--- src/rtl/spb_pkg.sv ---
package spb_pkg;
    typedef enum logic [2:0] {
        ST_IDLE,
        ST_DIR,
        ST_SEL,
        ST_BITS,
        ST_ACK,
        ST_HOLD
    } spb_state_t;
endpackage

--- src/rtl/spb_sync.sv ---
module spb_sync #(
    parameter int W = 1
) (
    input  logic         clk,
    input  logic         rst_n,
    input  logic [W-1:0] d,
    output logic [W-1:0] q
);
    logic [W-1:0] meta;

    always_ff @(posedge clk or negedge rst_n) begin
        if (!rst_n) begin
            meta <= '0;
            q    <= '0;
        end else begin
            meta <= d;
            q    <= meta;
        end
    end
endmodule

--- src/rtl/spb_fifo.sv ---
module spb_fifo #(
    parameter int DW    = 8,
    parameter int DEPTH = 4
) (
    input  logic          clk,
    input  logic          rst_n,
    input  logic          push,
    input  logic [DW-1:0] din,
    input  logic          pop,
    output logic [DW-1:0] dout,
    output logic          empty,
    output logic          full
);
    localparam int AW = (DEPTH > 1) ? $clog2(DEPTH) : 1;
    localparam int CW = $clog2(DEPTH + 1);

    logic [DW-1:0] mem [DEPTH];
    logic [AW-1:0] wp, rp;
    logic [CW-1:0] cnt;

    assign empty = (cnt == '0);
    assign full  = (cnt == CW'(DEPTH));
    assign dout  = mem[rp];

    always_ff @(posedge clk) begin
        if (push) mem[wp] <= din;
    end

    always_ff @(posedge clk or negedge rst_n) begin
        if (!rst_n) begin
            wp  <= '0;
            rp  <= '0;
            cnt <= '0;
        end else begin
            if (push) wp <= (wp == AW'(DEPTH - 1)) ? '0 : wp + AW'(1);
            if (pop)  rp <= (rp == AW'(DEPTH - 1)) ? '0 : rp + AW'(1);
            if (push && !pop)      cnt <= cnt + CW'(1);
            else if (pop && !push) cnt <= cnt - CW'(1);
        end
    end

    // a push never lands on a full queue
    p_no_overflow_r5: assert property (@(posedge clk) disable iff (!rst_n)
        push |-> !full);
    // a pop never happens on an empty queue
    p_no_underflow_r3: assert property (@(posedge clk) disable iff (!rst_n)
        pop |-> !empty);
endmodule

--- src/rtl/spi_byte_port.sv ---
module spi_byte_port #(
    parameter int DW       = 8,
    parameter int RX_DEPTH = 8,
    parameter int TX_DEPTH = 8
) (
    input  logic          clk,
    input  logic          rst_n,
    input  logic          spi_sclk,
    input  logic          spi_sdi,
    input  logic          spi_cs,
    output logic          spi_sdo,
    input  logic          rx_wr_en,
    input  logic [DW-1:0] rx_wr_data,
    output logic          rx_full,
    input  logic          tx_rd_en,
    output logic [DW-1:0] tx_rd_data,
    output logic          tx_empty,
    output logic          irq_en_rx,
    output logic          irq_en_tx
);
    import spb_pkg::*;

    localparam int CW = $clog2(DW + 1);

    logic [2:0]    sync_q;
    logic          sclk_s, sdi_s, cs_s, sclk_d;
    logic          rise, fall;
    spb_state_t    state, nxt;
    logic          dir_q, sel_q, fresh_q, ack_q, sdo_q;
    logic [DW-1:0] sh_q, last_q, wbyte, status_b, rx_head;
    logic [CW-1:0] cnt_q;
    logic          rx_empty, tx_full;
    logic          done_bits, rx_pop, tx_push, rx_push, tx_pop;

    spb_sync #(.W(3)) u_sync (
        .clk  (clk),
        .rst_n(rst_n),
        .d    ({spi_sclk, spi_sdi, spi_cs}),
        .q    (sync_q)
    );
    assign {sclk_s, sdi_s, cs_s} = sync_q;

    always_ff @(posedge clk or negedge rst_n) begin
        if (!rst_n) sclk_d <= 1'b0;
        else        sclk_d <= sclk_s;
    end
    assign rise = sclk_s & ~sclk_d;
    assign fall = ~sclk_s & sclk_d;

    // status byte and assembled write byte
    always_comb begin
        status_b    = '0;
        status_b[0] = rx_empty;
        status_b[1] = tx_full;
        status_b[4] = irq_en_rx;
        status_b[5] = irq_en_tx;
    end
    assign wbyte     = {sh_q[DW-2:0], sdi_s};
    assign done_bits = (state == ST_BITS) && rise && (cnt_q == CW'(DW - 1));
    assign rx_pop    = done_bits && dir_q && !sel_q && fresh_q;
    assign tx_push   = done_bits && !dir_q && !sel_q && !tx_full;
    assign rx_push   = rx_wr_en && !rx_full;
    assign tx_pop    = tx_rd_en && !tx_empty;

    // state register
    always_ff @(posedge clk or negedge rst_n) begin
        if (!rst_n) state <= ST_IDLE;
        else        state <= nxt;
    end

    // next state
    always_comb begin
        nxt = state;
        if (!cs_s) begin
            nxt = ST_IDLE;
        end else begin
            unique case (state)
                ST_IDLE: if (rise && sdi_s) nxt = ST_DIR;
                ST_DIR:  if (rise) nxt = ST_SEL;
                ST_SEL:  if (rise) nxt = ST_BITS;
                ST_BITS: if (done_bits) nxt = ST_ACK;
                ST_ACK:  if (rise) nxt = ST_HOLD;
                ST_HOLD: nxt = ST_HOLD;
                default: nxt = ST_IDLE;
            endcase
        end
    end

    // outputs and datapath
    always_ff @(posedge clk or negedge rst_n) begin
        if (!rst_n) begin
            dir_q     <= 1'b0;
            sel_q     <= 1'b0;
            fresh_q   <= 1'b0;
            ack_q     <= 1'b0;
            sdo_q     <= 1'b0;
            sh_q      <= '0;
            last_q    <= '0;
            cnt_q     <= '0;
            irq_en_rx <= 1'b0;
            irq_en_tx <= 1'b0;
        end else if (!cs_s) begin
            cnt_q <= '0;
            sdo_q <= 1'b0;
        end else begin
            case (state)
                ST_DIR: if (rise) dir_q <= sdi_s;
                ST_SEL: if (rise) begin
                    sel_q   <= sdi_s;
                    cnt_q   <= '0;
                    fresh_q <= sdi_s | ~rx_empty;
                    sh_q    <= sdi_s ? status_b : (rx_empty ? last_q : rx_head);
                end
                ST_BITS: begin
                    if (rise) begin
                        cnt_q <= cnt_q + CW'(1);
                        if (!dir_q) sh_q <= wbyte;
                    end
                    if (fall) begin
                        if (dir_q) begin
                            sdo_q <= sh_q[DW-1];
                            sh_q  <= {sh_q[DW-2:0], 1'b0};
                        end else begin
                            sdo_q <= 1'b0;
                        end
                    end
                    if (done_bits) begin
                        if (sel_q) begin
                            ack_q <= 1'b0;
                            if (!dir_q) begin
                                irq_en_rx <= wbyte[4];
                                irq_en_tx <= wbyte[5];
                            end
                        end else if (dir_q) begin
                            ack_q <= ~fresh_q;
                            if (fresh_q) last_q <= rx_head;
                        end else begin
                            ack_q <= tx_full;
                        end
                    end
                end
                ST_ACK: if (fall) sdo_q <= ack_q;
                default: if (fall) sdo_q <= 1'b0;
            endcase
        end
    end
    assign spi_sdo = sdo_q;

    spb_fifo #(.DW(DW), .DEPTH(RX_DEPTH)) u_rx_fifo (
        .clk(clk), .rst_n(rst_n),
        .push(rx_push), .din(rx_wr_data),
        .pop(rx_pop), .dout(rx_head),
        .empty(rx_empty), .full(rx_full)
    );

    spb_fifo #(.DW(DW), .DEPTH(TX_DEPTH)) u_tx_fifo (
        .clk(clk), .rst_n(rst_n),
        .push(tx_push), .din(wbyte),
        .pop(tx_pop), .dout(tx_rd_data),
        .empty(tx_empty), .full(tx_full)
    );

    // a low select always brings the machine back to IDLE
    p_abort_idle_r8: assert property (@(posedge clk) disable iff (!rst_n)
        !cs_s |=> (state == ST_IDLE));
    // handshake after a status access is always 0
    p_status_ack_zero_r7: assert property (@(posedge clk) disable iff (!rst_n)
        (state == ST_ACK && sel_q) |-> !ack_q);
    // enables change only at the end of a data phase
    p_enable_hold_r7: assert property (@(posedge clk) disable iff (!rst_n)
        (state != ST_BITS) |=> $stable({irq_en_rx, irq_en_tx}));
    // SDO stays low while waiting for a start bit
    p_idle_quiet_r1: assert property (@(posedge clk) disable iff (!rst_n)
        (state == ST_IDLE) |-> !spi_sdo);
    // a finished frame stays finished while the select is high
    p_hold_sticky_r9: assert property (@(posedge clk) disable iff (!rst_n)
        (state == ST_HOLD && cs_s) |=> (state == ST_HOLD));
endmodule

--- config.mk ---
export PLATFORM = sky130hd
export DESIGN_NAME = spi_byte_port
export DESIGN_NICKNAME = d
export VERILOG_FILES = /design/src/rtl/spb_pkg.sv /design/src/rtl/spb_sync.sv /design/src/rtl/spb_fifo.sv /design/src/rtl/spi_byte_port.sv
export SDC_FILE = /design/constraint.sdc
export NUM_CORES = 1
export LEC_CHECK = 0
export ABC_AREA = 1
export BUFFER_PORTS_ARGS = -buffer_cell sky130_fd_sc_hd__buf_2
export CAP_MARGIN = 20
export CORE_UTILIZATION = 55
export DETAILED_ROUTE_END_ITERATION = 10
export HOLD_SLACK_MARGIN = 0.12
export PLACE_DENSITY = 0.72
export SLEW_MARGIN = 20
export SYNTH_ARGS = -nofsm -noshare
export SYNTH_HDL_FRONTEND = slang
export SYNTH_SLANG_ARGS = --single-unit
--- constraint.sdc ---
create_clock -name clk -period 2.9 [get_ports clk]
set_input_delay 0.58 -clock clk [delete_from_list [all_inputs] [get_ports clk]]
set_output_delay 0.58 -clock clk [all_outputs]
set_load 0.01 [all_outputs]
==> impl_metrics.toml <==
[worst_hold_path]
hp-class = "input pin to asynchronous set/reset pin"

[synth]
syn_area_um2 = 8100
syn_inst = 782
async_reset_ff_share_pct = 30.8
yosys.cell_types.count = 36
syn_avg_cell_area_um2 = 10.4
seq_area_frac_synth_pct = 65.1
syn_nets = 814
synth_top_area_share_pct = 47.5
yosysWarningCount = 0
synth.largest_area_cell = "edfxtp_1"
ys_dominant_reg_cell = "edfxtp_1"
synthTopCellsByArea = "edfxtp_1, dfrtp_1, nand2_1"
ys_seq_elements = 185
synth_edf_count = 128

[clock_network]
cts_sinks = 185
cts_tree = "built"
cts_hold_buffers = 0
htree_num_levels = 4
clock_latency_ps = 430
clockRootBuffer = "clkbuf_16"
clockBufferDepth = 2
clkTransAtPathRegs_ps = 70
numCtsBuffers = 17

[worst_setup_path]
crit_fanout = 10
crit_cells = 14
path_buf_inv = 2
path_cells = "nand2_2, nor2_4, inv_2, nor3_4, nand2_1, nor2_4, ha_1, inv_1, ha_1, a21o_1, a21oi_1, xor2_1, nand2_1, o21ai_0"
cpMaxStageDelayCell = "dfrtp_1"
critPathMaxStageDelay_ps = 450
required_ps = 3240
start_kind = "register"
worstSetupPathType = "register to register"
worstSetupEndpointType = "register"
arrival_ps = 2990
reg2regPathDepth = 14
critPathTopFamily = "simple AND/OR/NAND/NOR gates"

[sta]
finClkSkew_ps = 9.51
final.setup.tns_ps = 0
hold_viol_final = 0
worst_pin_slew_ps = 934
drv_slew = 0
min_period_over_period_pct = 91.2
fmax_mhz = 378
fin_crit_ps = 2650
worst_slack_ps = 254
rsz0062_at_grt = "false"
relSlewSlack_pct = 37.6
holdWs_ps = 189
finalSetupViolations = 0

[global_route]
grt_pass1_wl_um = 26600
grt_pass1_vias = 5673
antenna_found_initial = 0
grt_usage_pct = 23.4
grt_max_degree = 35
overflow = 0

[place]
gp_congestion = 0.862
port_buffers = 27
placed_cells = 986
hpwlAfterDp_um = 10800
dp_slack_ps = 255
place_area_um2 = 8540

[outcome]
outcome = "finished clean"

[power_and_ir_drop]
p_per_area_nw_per_um2 = 841
power.leakage_nw = 3.75
p_total_mw = 7.68
max-vdd-ir-drop_mv = 0.421

[finish]
fill_cells = 1108
multiInputGateArea_um2 = 2480
layout_common_cells = "nand2_1, nor2_1, edfxtp_1"
final-seq-area_um2 = 5270
syn_to_final_growth_pct = 12.9
final_util_pct = 64.8
n_antenna_cell = 0
drive_gt1_share_pct = 11.0
layout.nets = 857
fin_area_um2 = 9140
stdcell_count = 1018
final_common_cell = "nand2_1"

[detailed_routing]
num_vias = 5570
wirelength_um = 16200
vias_per_cell = 5.47
drt_iter0_drc = 486
first_pass_iters = 7
drtAntennaViolNets = 0
drc_errors = 0
wl_per_cell_um = 15.9

[die]
core-area_um2 = 14100
die_area_um2 = 15200
die_w_um = 123
row_count = 43
floorplan.initialDensity_pct = 57.4
io_pins = 28
die_h_um = 123

[flow_run]
cap_viol_max_count = 0
[synth_stat cells, types with 3 or more instances]
| master | number |
|---|---|
| inv_1 | 58 |
| buf_2 | 3 |
| clkinv_1 | 4 |
| a21oi_1 | 30 |
| o32ai_1 | 16 |
| o21ai_1 | 3 |
| dfrtp_1 | 57 |
| xnor2_1 | 4 |
| clkbuf_1 | 21 |
| nor2_1 | 133 |
| ha_1 | 15 |
| edfxtp_1 | 128 |
| o21ai_0 | 73 |
| nand3_1 | 34 |
| o211ai_1 | 5 |
| nand2_1 | 156 |
| nor3_1 | 11 |
| nand2_2 | 3 |
| xor2_1 | 5 |
[kinds of logic after synthesis]
group                    share of synthesized area (%)
adder cells (fa/ha/maj)                           2.81
AO/OA/AOI/OAI                                     9.47
flip-flops                                        65.1
XOR/XNOR                                         0.974
AND/OR/NAND/NOR                                   17.4
buffers and inverters                             4.28
[per-layer routing]
metal	GRT usage [%]	wire [um]	up-vias
met5	0	0	-
met4	11.4	374	0
met3	4.47	649	34
met2	41.3	8270	153
met1	27.1	6860	2639
li1	-	-	2744
[path summary, 6_finish.rpt]
kind,endpoint,from,slack (ps)
min in group clk,u_sync.meta[0],spi_cs,260
worst min register to register,u_sync.q[2],u_sync.meta[2],350
worst max register to register,u_tx_fifo.cnt[3],state[1],250
max in group asynchronous,sh_q[3],rst_n,2110
worst max-delay path,u_tx_fifo.cnt[3],state[1],250
worst min-delay path,u_rx_fifo.cnt[0],rst_n,190
[layout make-up]
| cell class | count | share of cell area, % |
|---|---|---|
| clock buffers | 18 | 4.70 |
| clock inverters | 14 | 1.81 |
| inverters | 63 | 2.63 |
| multi-input cells | 507 | 27.1 |
| flip-flops and latches | 185 | 57.7 |
| well taps | 180 | 2.47 |
| repair buffers | 51 | 3.59 |
[registers in the layout, summed over array words and instances, names as in the netlist, 3 cells and up]
register and cells:
u_rx_fifo.mem 64, u_tx_fifo.mem 64, last_q 8, sh_q 8, cnt_q 4, u_rx_fifo.cnt 4
u_tx_fifo.cnt 4, state 3, u_rx_fifo.rp 3, u_rx_fifo.wp 3, u_sync.meta 3, u_sync.q 3
u_tx_fifo.rp 3, u_tx_fifo.wp 3
[report_power, final]
group | total [mW] | internal, mW | switching [mW]
clock network | 2.30 | 1.29 | 1.01
registers | 3.49 | 3.22 | 0.274
logic | 1.89 | 0.690 | 1.20
total | 7.68 | 5.20 | 2.48
[repair_timing]
| item | 4_1_cts | 5_1_grt |
|---|---|---|
| gates resized for setup | 0 | 1 |
| endpoints found under the setup margin | 0 | 8 |
| buffers inserted | 0 | 0 |
No activity file was read; power rests on OpenSTA's default activity.
